## src/rtl/eirq_pkg.sv

```systemverilog
package eirq_pkg;
    localparam logic [7:0] OFS_RISE_EN = 8'h00;
    localparam logic [7:0] OFS_FALL_EN = 8'h04;
    localparam logic [7:0] OFS_SW_TRIG = 8'h08;
    localparam logic [7:0] OFS_RISE_PD = 8'h0C;
    localparam logic [7:0] OFS_FALL_PD = 8'h10;
    localparam logic [7:0] OFS_MASK    = 8'h80;
endpackage

```

## src/rtl/eirq_edge.sv

```systemverilog
module eirq_edge #(
    parameter int NLINES = 32
) (
    input  logic              clk,
    input  logic              rst_n,
    input  logic [NLINES-1:0] pins,
    input  logic [NLINES-1:0] rise_en,
    input  logic [NLINES-1:0] fall_en,
    output logic [NLINES-1:0] rise_hit,
    output logic [NLINES-1:0] fall_hit
);
    for (genvar i = 0; i < NLINES; i++) begin : g_line
        logic meta_q, sync_q, last_q;

        always_ff @(posedge clk or negedge rst_n) begin
            if (!rst_n) begin
                meta_q <= 1'b0;
                sync_q <= 1'b0;
                last_q <= 1'b0;
            end else begin
                meta_q <= pins[i];
                sync_q <= meta_q;
                last_q <= sync_q;
            end
        end

        assign rise_hit[i] = rise_en[i] &  sync_q & ~last_q;
        assign fall_hit[i] = fall_en[i] & ~sync_q &  last_q;
    end
endmodule

```

## src/rtl/eirq_regs.sv

```systemverilog
module eirq_regs
    import eirq_pkg::*;
#(
    parameter int NLINES = 32,
    parameter int ADDR_W = 8
) (
    input  logic              clk,
    input  logic              rst_n,
    input  logic              wr_en,
    input  logic              rd_en,
    input  logic [ADDR_W-1:0] addr,
    input  logic [NLINES-1:0] wdata,
    input  logic [NLINES-1:0] rise_hit,
    input  logic [NLINES-1:0] fall_hit,
    output logic [NLINES-1:0] rise_en,
    output logic [NLINES-1:0] fall_en,
    output logic [NLINES-1:0] rdata,
    output logic [NLINES-1:0] irq_line
);
    localparam logic [ADDR_W-1:0] A_RE = ADDR_W'(OFS_RISE_EN);
    localparam logic [ADDR_W-1:0] A_FE = ADDR_W'(OFS_FALL_EN);
    localparam logic [ADDR_W-1:0] A_SW = ADDR_W'(OFS_SW_TRIG);
    localparam logic [ADDR_W-1:0] A_RP = ADDR_W'(OFS_RISE_PD);
    localparam logic [ADDR_W-1:0] A_FP = ADDR_W'(OFS_FALL_PD);
    localparam logic [ADDR_W-1:0] A_MK = ADDR_W'(OFS_MASK);

    logic [NLINES-1:0] mask_q, rpend_q, fpend_q;
    logic [NLINES-1:0] sw_set, rp_clr, fp_clr, rise_set, rd_mux;

    always_comb begin
        sw_set   = (wr_en && addr == A_SW) ? wdata : '0;
        rp_clr   = (wr_en && addr == A_RP) ? wdata : '0;
        fp_clr   = (wr_en && addr == A_FP) ? wdata : '0;
        rise_set = rise_hit | sw_set;
    end

    always_ff @(posedge clk or negedge rst_n) begin
        if (!rst_n) begin
            rise_en <= '0;
            fall_en <= '0;
            mask_q  <= '0;
            rpend_q <= '0;
            fpend_q <= '0;
        end else begin
            if (wr_en && addr == A_RE) rise_en <= wdata;
            if (wr_en && addr == A_FE) fall_en <= wdata;
            if (wr_en && addr == A_MK) mask_q  <= wdata;
            rpend_q <= (rpend_q & ~rp_clr) | rise_set;
            fpend_q <= (fpend_q & ~fp_clr) | fall_hit;
        end
    end

    always_comb begin
        unique case (addr)
            A_RE:    rd_mux = rise_en;
            A_FE:    rd_mux = fall_en;
            A_RP:    rd_mux = rpend_q;
            A_FP:    rd_mux = fpend_q;
            A_MK:    rd_mux = mask_q;
            default: rd_mux = '0;
        endcase
    end

    always_ff @(posedge clk or negedge rst_n) begin
        if (!rst_n)     rdata <= '0;
        else if (rd_en) rdata <= rd_mux;
    end

    assign irq_line = mask_q & (rpend_q | fpend_q);

    // an event arriving with a clear on the same bit must survive
    a_r9_rise_set_wins: assert property (@(posedge clk) disable iff (!rst_n)
        (|rise_set) |=> ((rpend_q & $past(rise_set)) == $past(rise_set)));
    a_r9_fall_set_wins: assert property (@(posedge clk) disable iff (!rst_n)
        (|fall_hit) |=> ((fpend_q & $past(fall_hit)) == $past(fall_hit)));
    // rising-pending bits only appear from an enabled edge or a trigger
    a_r3_rpend_source: assert property (@(posedge clk) disable iff (!rst_n)
        ((rpend_q & ~$past(rpend_q) & ~$past(rise_set)) == '0));
    // falling-pending bits only appear from an enabled falling edge
    a_r4_fpend_source: assert property (@(posedge clk) disable iff (!rst_n)
        ((fpend_q & ~$past(fpend_q) & ~$past(fall_hit)) == '0));
    // a written one clears its bit unless a new event lands
    a_r7_rp_clear: assert property (@(posedge clk) disable iff (!rst_n)
        (wr_en && addr == A_RP) |=> ((rpend_q & $past(wdata) & ~$past(rise_set)) == '0));
    // unmapped offsets read zero
    a_r12_unmapped_zero: assert property (@(posedge clk) disable iff (!rst_n)
        (rd_en && addr != A_RE && addr != A_FE && addr != A_RP &&
         addr != A_FP && addr != A_MK) |=> (rdata == '0));
endmodule

```

## src/rtl/eirq_bank.sv

```systemverilog
module eirq_bank #(
    parameter int NLINES = 32,
    parameter int ADDR_W = 8
) (
    input  logic              clk,
    input  logic              rst_n,
    input  logic [NLINES-1:0] ext_in,
    input  logic              wr_en,
    input  logic              rd_en,
    input  logic [ADDR_W-1:0] addr,
    input  logic [NLINES-1:0] wdata,
    output logic [NLINES-1:0] rdata,
    output logic [NLINES-1:0] irq_line,
    output logic              irq_any
);
    logic [NLINES-1:0] rise_en, fall_en, rise_hit, fall_hit;

    eirq_edge #(.NLINES(NLINES)) u_edge (
        .clk      (clk),
        .rst_n    (rst_n),
        .pins     (ext_in),
        .rise_en  (rise_en),
        .fall_en  (fall_en),
        .rise_hit (rise_hit),
        .fall_hit (fall_hit)
    );

    eirq_regs #(.NLINES(NLINES), .ADDR_W(ADDR_W)) u_regs (
        .clk      (clk),
        .rst_n    (rst_n),
        .wr_en    (wr_en),
        .rd_en    (rd_en),
        .addr     (addr),
        .wdata    (wdata),
        .rise_hit (rise_hit),
        .fall_hit (fall_hit),
        .rise_en  (rise_en),
        .fall_en  (fall_en),
        .rdata    (rdata),
        .irq_line (irq_line)
    );

    always_ff @(posedge clk or negedge rst_n) begin
        if (!rst_n) irq_any <= 1'b0;
        else        irq_any <= |irq_line;
    end

    // the combined request trails the per-line requests by one clock
    a_r11_any_follows: assert property (@(posedge clk) disable iff (!rst_n)
        irq_any == $past(|irq_line));
endmodule

```

## config.mk

```make
export PLATFORM = sky130hd
export DESIGN_NAME = eirq_bank
export DESIGN_NICKNAME = d
export VERILOG_FILES = /design/src/rtl/eirq_pkg.sv /design/src/rtl/eirq_edge.sv /design/src/rtl/eirq_regs.sv /design/src/rtl/eirq_bank.sv
export SDC_FILE = /design/constraint.sdc
export NUM_CORES = 1
export LEC_CHECK = 0
export BUFFER_PORTS_ARGS = -buffer_cell sky130_fd_sc_hd__buf_4
export CORE_MARGIN = 2
export CORE_UTILIZATION = 60
export CTS_CLUSTER_DIAMETER = 150
export DETAILED_ROUTE_END_ITERATION = 7
export GPL_TIMING_DRIVEN = 0
export PLACE_DENSITY = 0.9
export SLEW_MARGIN = 20
export SYNTH_ARGS = -nofsm -noshare
export SYNTH_HDL_FRONTEND = slang
export SYNTH_SLANG_ARGS = --single-unit
```

## constraint.sdc

```tcl
create_clock -name clk -period 3.25 [get_ports clk]
set_clock_uncertainty 0.2 [all_clocks]
set_input_delay 0.65 -clock clk [delete_from_list [all_inputs] [get_ports clk]]
set_output_delay 0.65 -clock clk [all_outputs]
set_load 0.03 [all_outputs]
```

---- After elaboration in Yosys (flattened, before gate mapping) ----
Index checks and enable logic that the tools add are counted.
operators by class
  add/sub/neg operators ................... 0
  $mul .................................... 0
  divide/modulo/power cells ............... 0
  magnitude comparators ................... 0
  eq/ne operators ......................... 5
  shifts and indexed selects .............. 0
  muxes and demuxes ....................... 4
  bitwise logic cells ..................... 201
  reductions and logical operators ........ 8
operator list
  operator                                              count
  case mux 32 bit (5 select lines)                      1
  bitwise AND 1 bit                                     128
  bitwise OR 32 bit                                     4
  bitwise AND 32 bit                                    3
  two-way mux 32 bit                                    3
  inverter 1 bit                                        64
  inverter 32 bit                                       2
  OR reduction 32 bit                                   1
  equality test 8 x 4 -> 1 bit (second input constant)  2
  equality test 8 x 3 -> 1 bit (second input constant)  1
  equality test 8 x 5 -> 1 bit (second input constant)  1
  equality test 8 bit (second input constant)           1
  zero test 8 bit                                       1
  logical AND 1 bit                                     6
storage, ports and cells
  bits in registers ....................... 289
  bits in latches ......................... 0
  bits in writable memories ............... 0
  memory bits (read-only) ................. 0
  bits of input ports ..................... 76
  memories ................................ 0

---- Depth between registers and ports, before layout ----
  depth after elaboration ................. 6
  mapped depth ............................ 7
  gate-level depth less buffers ........... 4

---- Cells and area by module ----
From an unflattened synthesis, not the netlist that was laid out.
second synthesis, totals
  cells, all modules ...................... 918
  area, all modules ....................... 12197.9 um^2
modules (own cells, without submodules)
  module     instances  cells an instance  area an instance (um^2)
  eirq_regs  1          746                9135.0
  eirq_edge  1          160                2962.8
  eirq_bank  1          12                 100.1

---- Worst setup path after synthesis ----
OpenSTA, ideal clock, no wires.
  path type ............................... input port to flip-flop
  start point ............................. input port addr[3]
  end point ............................... register u_regs.mask_q[10]
  setup time .............................. 0.128 ns
  arrival time ............................ 2.085 ns
  data required time ...................... 2.922 ns
  slack ................................... 0.837 ns
  stages .................................. 7
  buffers on the path ..................... 3
  path through ............................ buf_2 nor4_4 and2_1 buf_2 nand3_4 buf_4 mux2_1
on the way
  cells in the longest elaborated chain, start to end .. 2
RTL lines
  element               line             text
  from (decl)           eirq_bank.sv:10  input logic [ADDR_W-1:0] addr,
  equality test 8 bit   eirq_regs.sv:47  if (wr_en && addr == A_MK) mask_q <= wdata;
  logical AND 1 bit     eirq_regs.sv:47
  to (signal assigned)  eirq_regs.sv:47
  to (decl)             eirq_regs.sv:27  logic [NLINES-1:0] mask_q, rpend_q, fpend_q;
Every way passes these cells.
A chain may end at the register's enable or synchronous reset.

---- Worst setup path in the final report ----
  start point ............................. input port addr[6]
  end point ............................... register u_regs.rpend_q[23]
on the way
  cells in the longest elaborated chain, start to end .. 6
RTL lines
  element                       line             text
  equality test 8 x 4 -> 1 bit  eirq_regs.sv:32  rp_clr = (wr_en && addr == A_RP) ? wdata : '0;
  logical AND 1 bit             eirq_regs.sv:32
  two-way mux 32 bit            eirq_regs.sv:32
  inverter 32 bit               eirq_regs.sv:48  rpend_q <= (rpend_q & ~rp_clr) | rise_set;
  bitwise AND 32 bit            eirq_regs.sv:48
  bitwise OR 32 bit *           eirq_regs.sv:48
  to (signal assigned)          eirq_regs.sv:48
  to (decl)                     eirq_regs.sv:27
Mark *: on every way between the ends. The rest lies on a longest branch, timed or not.

==> results.md <==
* Outcome: complete, no violations
* Via count of the routed design at 8,764
* Drt pass-1 iters at 5
* Clock Latency Late Sink at 0.56 ns
* Total power at 8887 uW
* Area of the mapped netlist at 11,660 um2
* CP required at 3.52 ns
* Syn Inst Count at 882
* Setup crit end kind: flip-flop
* Clock root buffer master: clkbuf_16
* Post-synth ARST share at 100.0%
* Syn nets at 958
* CTS H-tree depth at 1
* Routed Antenna Nets at 0
* Pre-CTS setup slack at 0.3527 ns
* VDD IR-drop max at 0.0004939 V
* Initial Util at 61.74%
* Vias/cell at 6.430
* PortBufs at 138
* Final Hold Viols at 0
* Netlist cell types at 32
* Clock buffer depth at 3
* Slew Viols, Final at 0
* Nets at 1,156
* Met3 Use GR at 7.864%
* Met1 Track Usage GR at 40.75%
* Vias in the first global route at 9,501
* Final HPWL DP at 19.70 mm
* Final worst path period need at 2.480 ns
* MaxCap Viol Count at 0
* Largest net degree at the start of global routing at 97
* Hold Crit Class: input port to flip-flop
* Final Setup Violations at 0
* Max_slew headroom at 32.17%
* GR met2 Demand/Resource at 51.18%
* Actual slew at the worst max-slew pin at 1.017 ns
* Setup ws final at 0.7700 ns
* Worst Path Arrival at 2.75 ns
* Synthesis-to-finish area growth at 23.59%
* Synth Register Bits at 289
* # diodes at 0
* Routed WL per cell at 23.45 um
* Leak at 0.006720 uW
* Tot GR Track Use at 31.87%
* Drt initial violations at 837
* Drt total wl at 31.96 mm
* Layout cells sized above 1 at 24.93%
* Final period util at 76.31%
* Highest fanout seen on the critical path at 10
* Num rows at 50
* Core Box Area at 18,890 um2
* Num CTS Buffers at 29
* Clock slew at reported path FFs at 0.06 ns
* Worst Reg-to-Reg Cells at 4
* Setup CP Type: input port to flip-flop
* # clock sinks at 289
* Total global routing overflow at 0
* Main synth FF type: dfrtp_1
* Avg Cell Area, Syn at 13.22 um2
* Placer Congestion at 0.8809
* GR peak layer: met2
* Initial antenna violation count at 0
* IO Pins at 141
* First-pass GRT wire length at 50.31 mm
* Post-CTS Setup Bufs at 0
* Unrepaired setup endpoints after global routing: no
* Seq/Total Area, Yosys at 62.00%
* WHS Path Cells at 1
* DIE WIDTH at 143.4 um
* Yosys warns at 0
* Die Area at 20,570 um2
* CTS tree: done
* Fmax at 0.4032 GHz
* Pwr Density at 616.5 nW/um2
* DRC Markers at 0
* Die Ht at 143.4 um
* Number of flops mapped to enable cells by yosys at 0
* Crit start category: input port
==> power by group <==
part	switching (uW)	internal (uW)	total, uW	leakage, uW
Sequential	329	3970	4300	0.00367
Clock	1410	2180	3590	0.000519
Combinational	508	488	996	0.00253
Total	2250	6640	8890	0.00672
==> what timing repair did <==
action,CTS,global route
hold buffers,22,4
gates resized for setup,0,0
endpoints found under the hold margin,48,4
==> state kept, by name, summed over array words and instances, names as in the netlist <==
register              count
u_regs.rise_en           32
u_regs.fall_en           32
u_regs.fpend_q           32
u_edge.g_line.meta_q     32
u_edge.g_line.last_q     32
u_edge.g_line.sync_q     32
u_regs.rpend_q           32
irq_any                   1
u_regs.rdata             32
u_regs.mask_q            32
==> critical path: stages <==
cell and delay [ns]:
buf_4 0.12, nor4_4 0.56, and4_1 0.28, clkbuf_1 0.24, clkbuf_1 0.59, a221o_1 0.30
==> final timing paths <==
| path | end | from | slack (ns) |
|---|---|---|---|
| worst max-delay path | u_regs.rpend_q[23]$_DFF_PN0_ | addr[6] | 0.77 |
| worst min-delay path | u_edge.g_line[30].meta_q$_DFF_PN0_ | ext_in[30] | 0.008 |
| worst max register to register | irq_any$_DFF_PN0_ | u_regs.fpend_q[13]$_DFF_PN0_ | 1.07 |
| worst min register to register | u_edge.g_line[11].sync_q$_DFF_PN0_ | u_edge.g_line[11].meta_q$_DFF_PN0_ | 0.15 |
| max in group asynchronous | u_regs.rpend_q[7]$_DFF_PN0_ | rst_n | 1.43 |
| min in group asynchronous | u_edge.g_line[22].sync_q$_DFF_PN0_ | rst_n | 0.35 |
==> per-stage QoR <==
| stage | setup TNS, ns | area (um2) | util [%] | std cells | hold slack (ns) |
|---|---|---|---|---|---|
| floorplan | 0 | 11660 | - | 882 | 0.1312 |
| global placement | -300.47 | 13030 | 68.94 | 1280 | 0.1322 |
| detailed placement | 0 | 13120 | 69.42 | 1283 | 0.1347 |
| CTS | 0 | 14380 | 76.09 | 1359 | 0.00001849 |
| global route | 0 | 14420 | 76.30 | 1363 | 0.002392 |
| finish | 0 | 14420 | 76.30 | 1363 | 0.008444 |
==> placed cells by master, fill, tap and decap left out, drive strengths merged, types with 2 or more instances in the layout <==
cell type / count
a22o: 32
nor2b: 2
a221o: 32
bufinv: 5
a22oi: 32
and4: 3
nand2: 64
nor3b: 33
dlygate4sd3: 26
o2bb2ai: 32
nor2: 34
a32o: 32
a21oi: 32
nand3: 3
nand4: 2
buf: 163
dfrtp: 289
clkinv: 9
mux2i: 32
nor4: 10
inv: 34
o21a: 32
clkbuf: 70
mux2: 96
==> layout make-up <==
cell class | instances | area (um2)
Sequential cell | 289 | 7232
Buffer | 54 | 250.2
Fill cell | 1136 | 4478
Tap cell | 260 | 325.3
Inverter | 32 | 120.1
Timing Repair Buffer | 167 | 1386
Clock buffer | 38 | 819.5
Multi-Input combinational cell | 507 | 4061
Clock inverter | 16 | 220.2
==> cells by family after synthesis <==
| kind of cell | synth area share, % |
|---|---|
| AND/OR/NAND/NOR | 7.016 |
| AO/OA/AOI/OAI | 15.79 |
| buffers and inverters | 3.175 |
| multiplexers | 12.01 |
| flip-flops | 62.00 |
==> layer usage <==
metal,wire (um),vias to the layer above
met5,0,-
met4,1608,0
met3,3086,141
met2,15150,604
met1,12110,4336
li1,-,3683
==> synthesized netlist by cell type, types with 3 or more instances <==
cell | number | area share, %
a21oi_1 | 32 | 1.4
a221o_1 | 32 | 2.7
a22o_1 | 32 | 2.4
a22oi_1 | 32 | 2.1
a32o_1 | 32 | 2.7
and4_1 | 3 | 0.23
buf_1 | 5 | 0.16
buf_2 | 11 | 0.47
buf_4 | 3 | 0.19
buf_6 | 3 | 0.29
clkbuf_1 | 32 | 1.0
dfrtp_1 | 289 | 62
inv_1 | 32 | 1.0
mux2_1 | 36 | 3.5
mux2_2 | 60 | 5.8
mux2i_1 | 32 | 2.7
nand2_1 | 64 | 2.1
nor2_1 | 34 | 1.1
nor3b_1 | 33 | 2.1
nor4_1 | 8 | 0.43
o21a_1 | 32 | 2.1
o2bb2ai_1 | 32 | 2.4
Note: power is estimated with default switching activity, not from simulation.
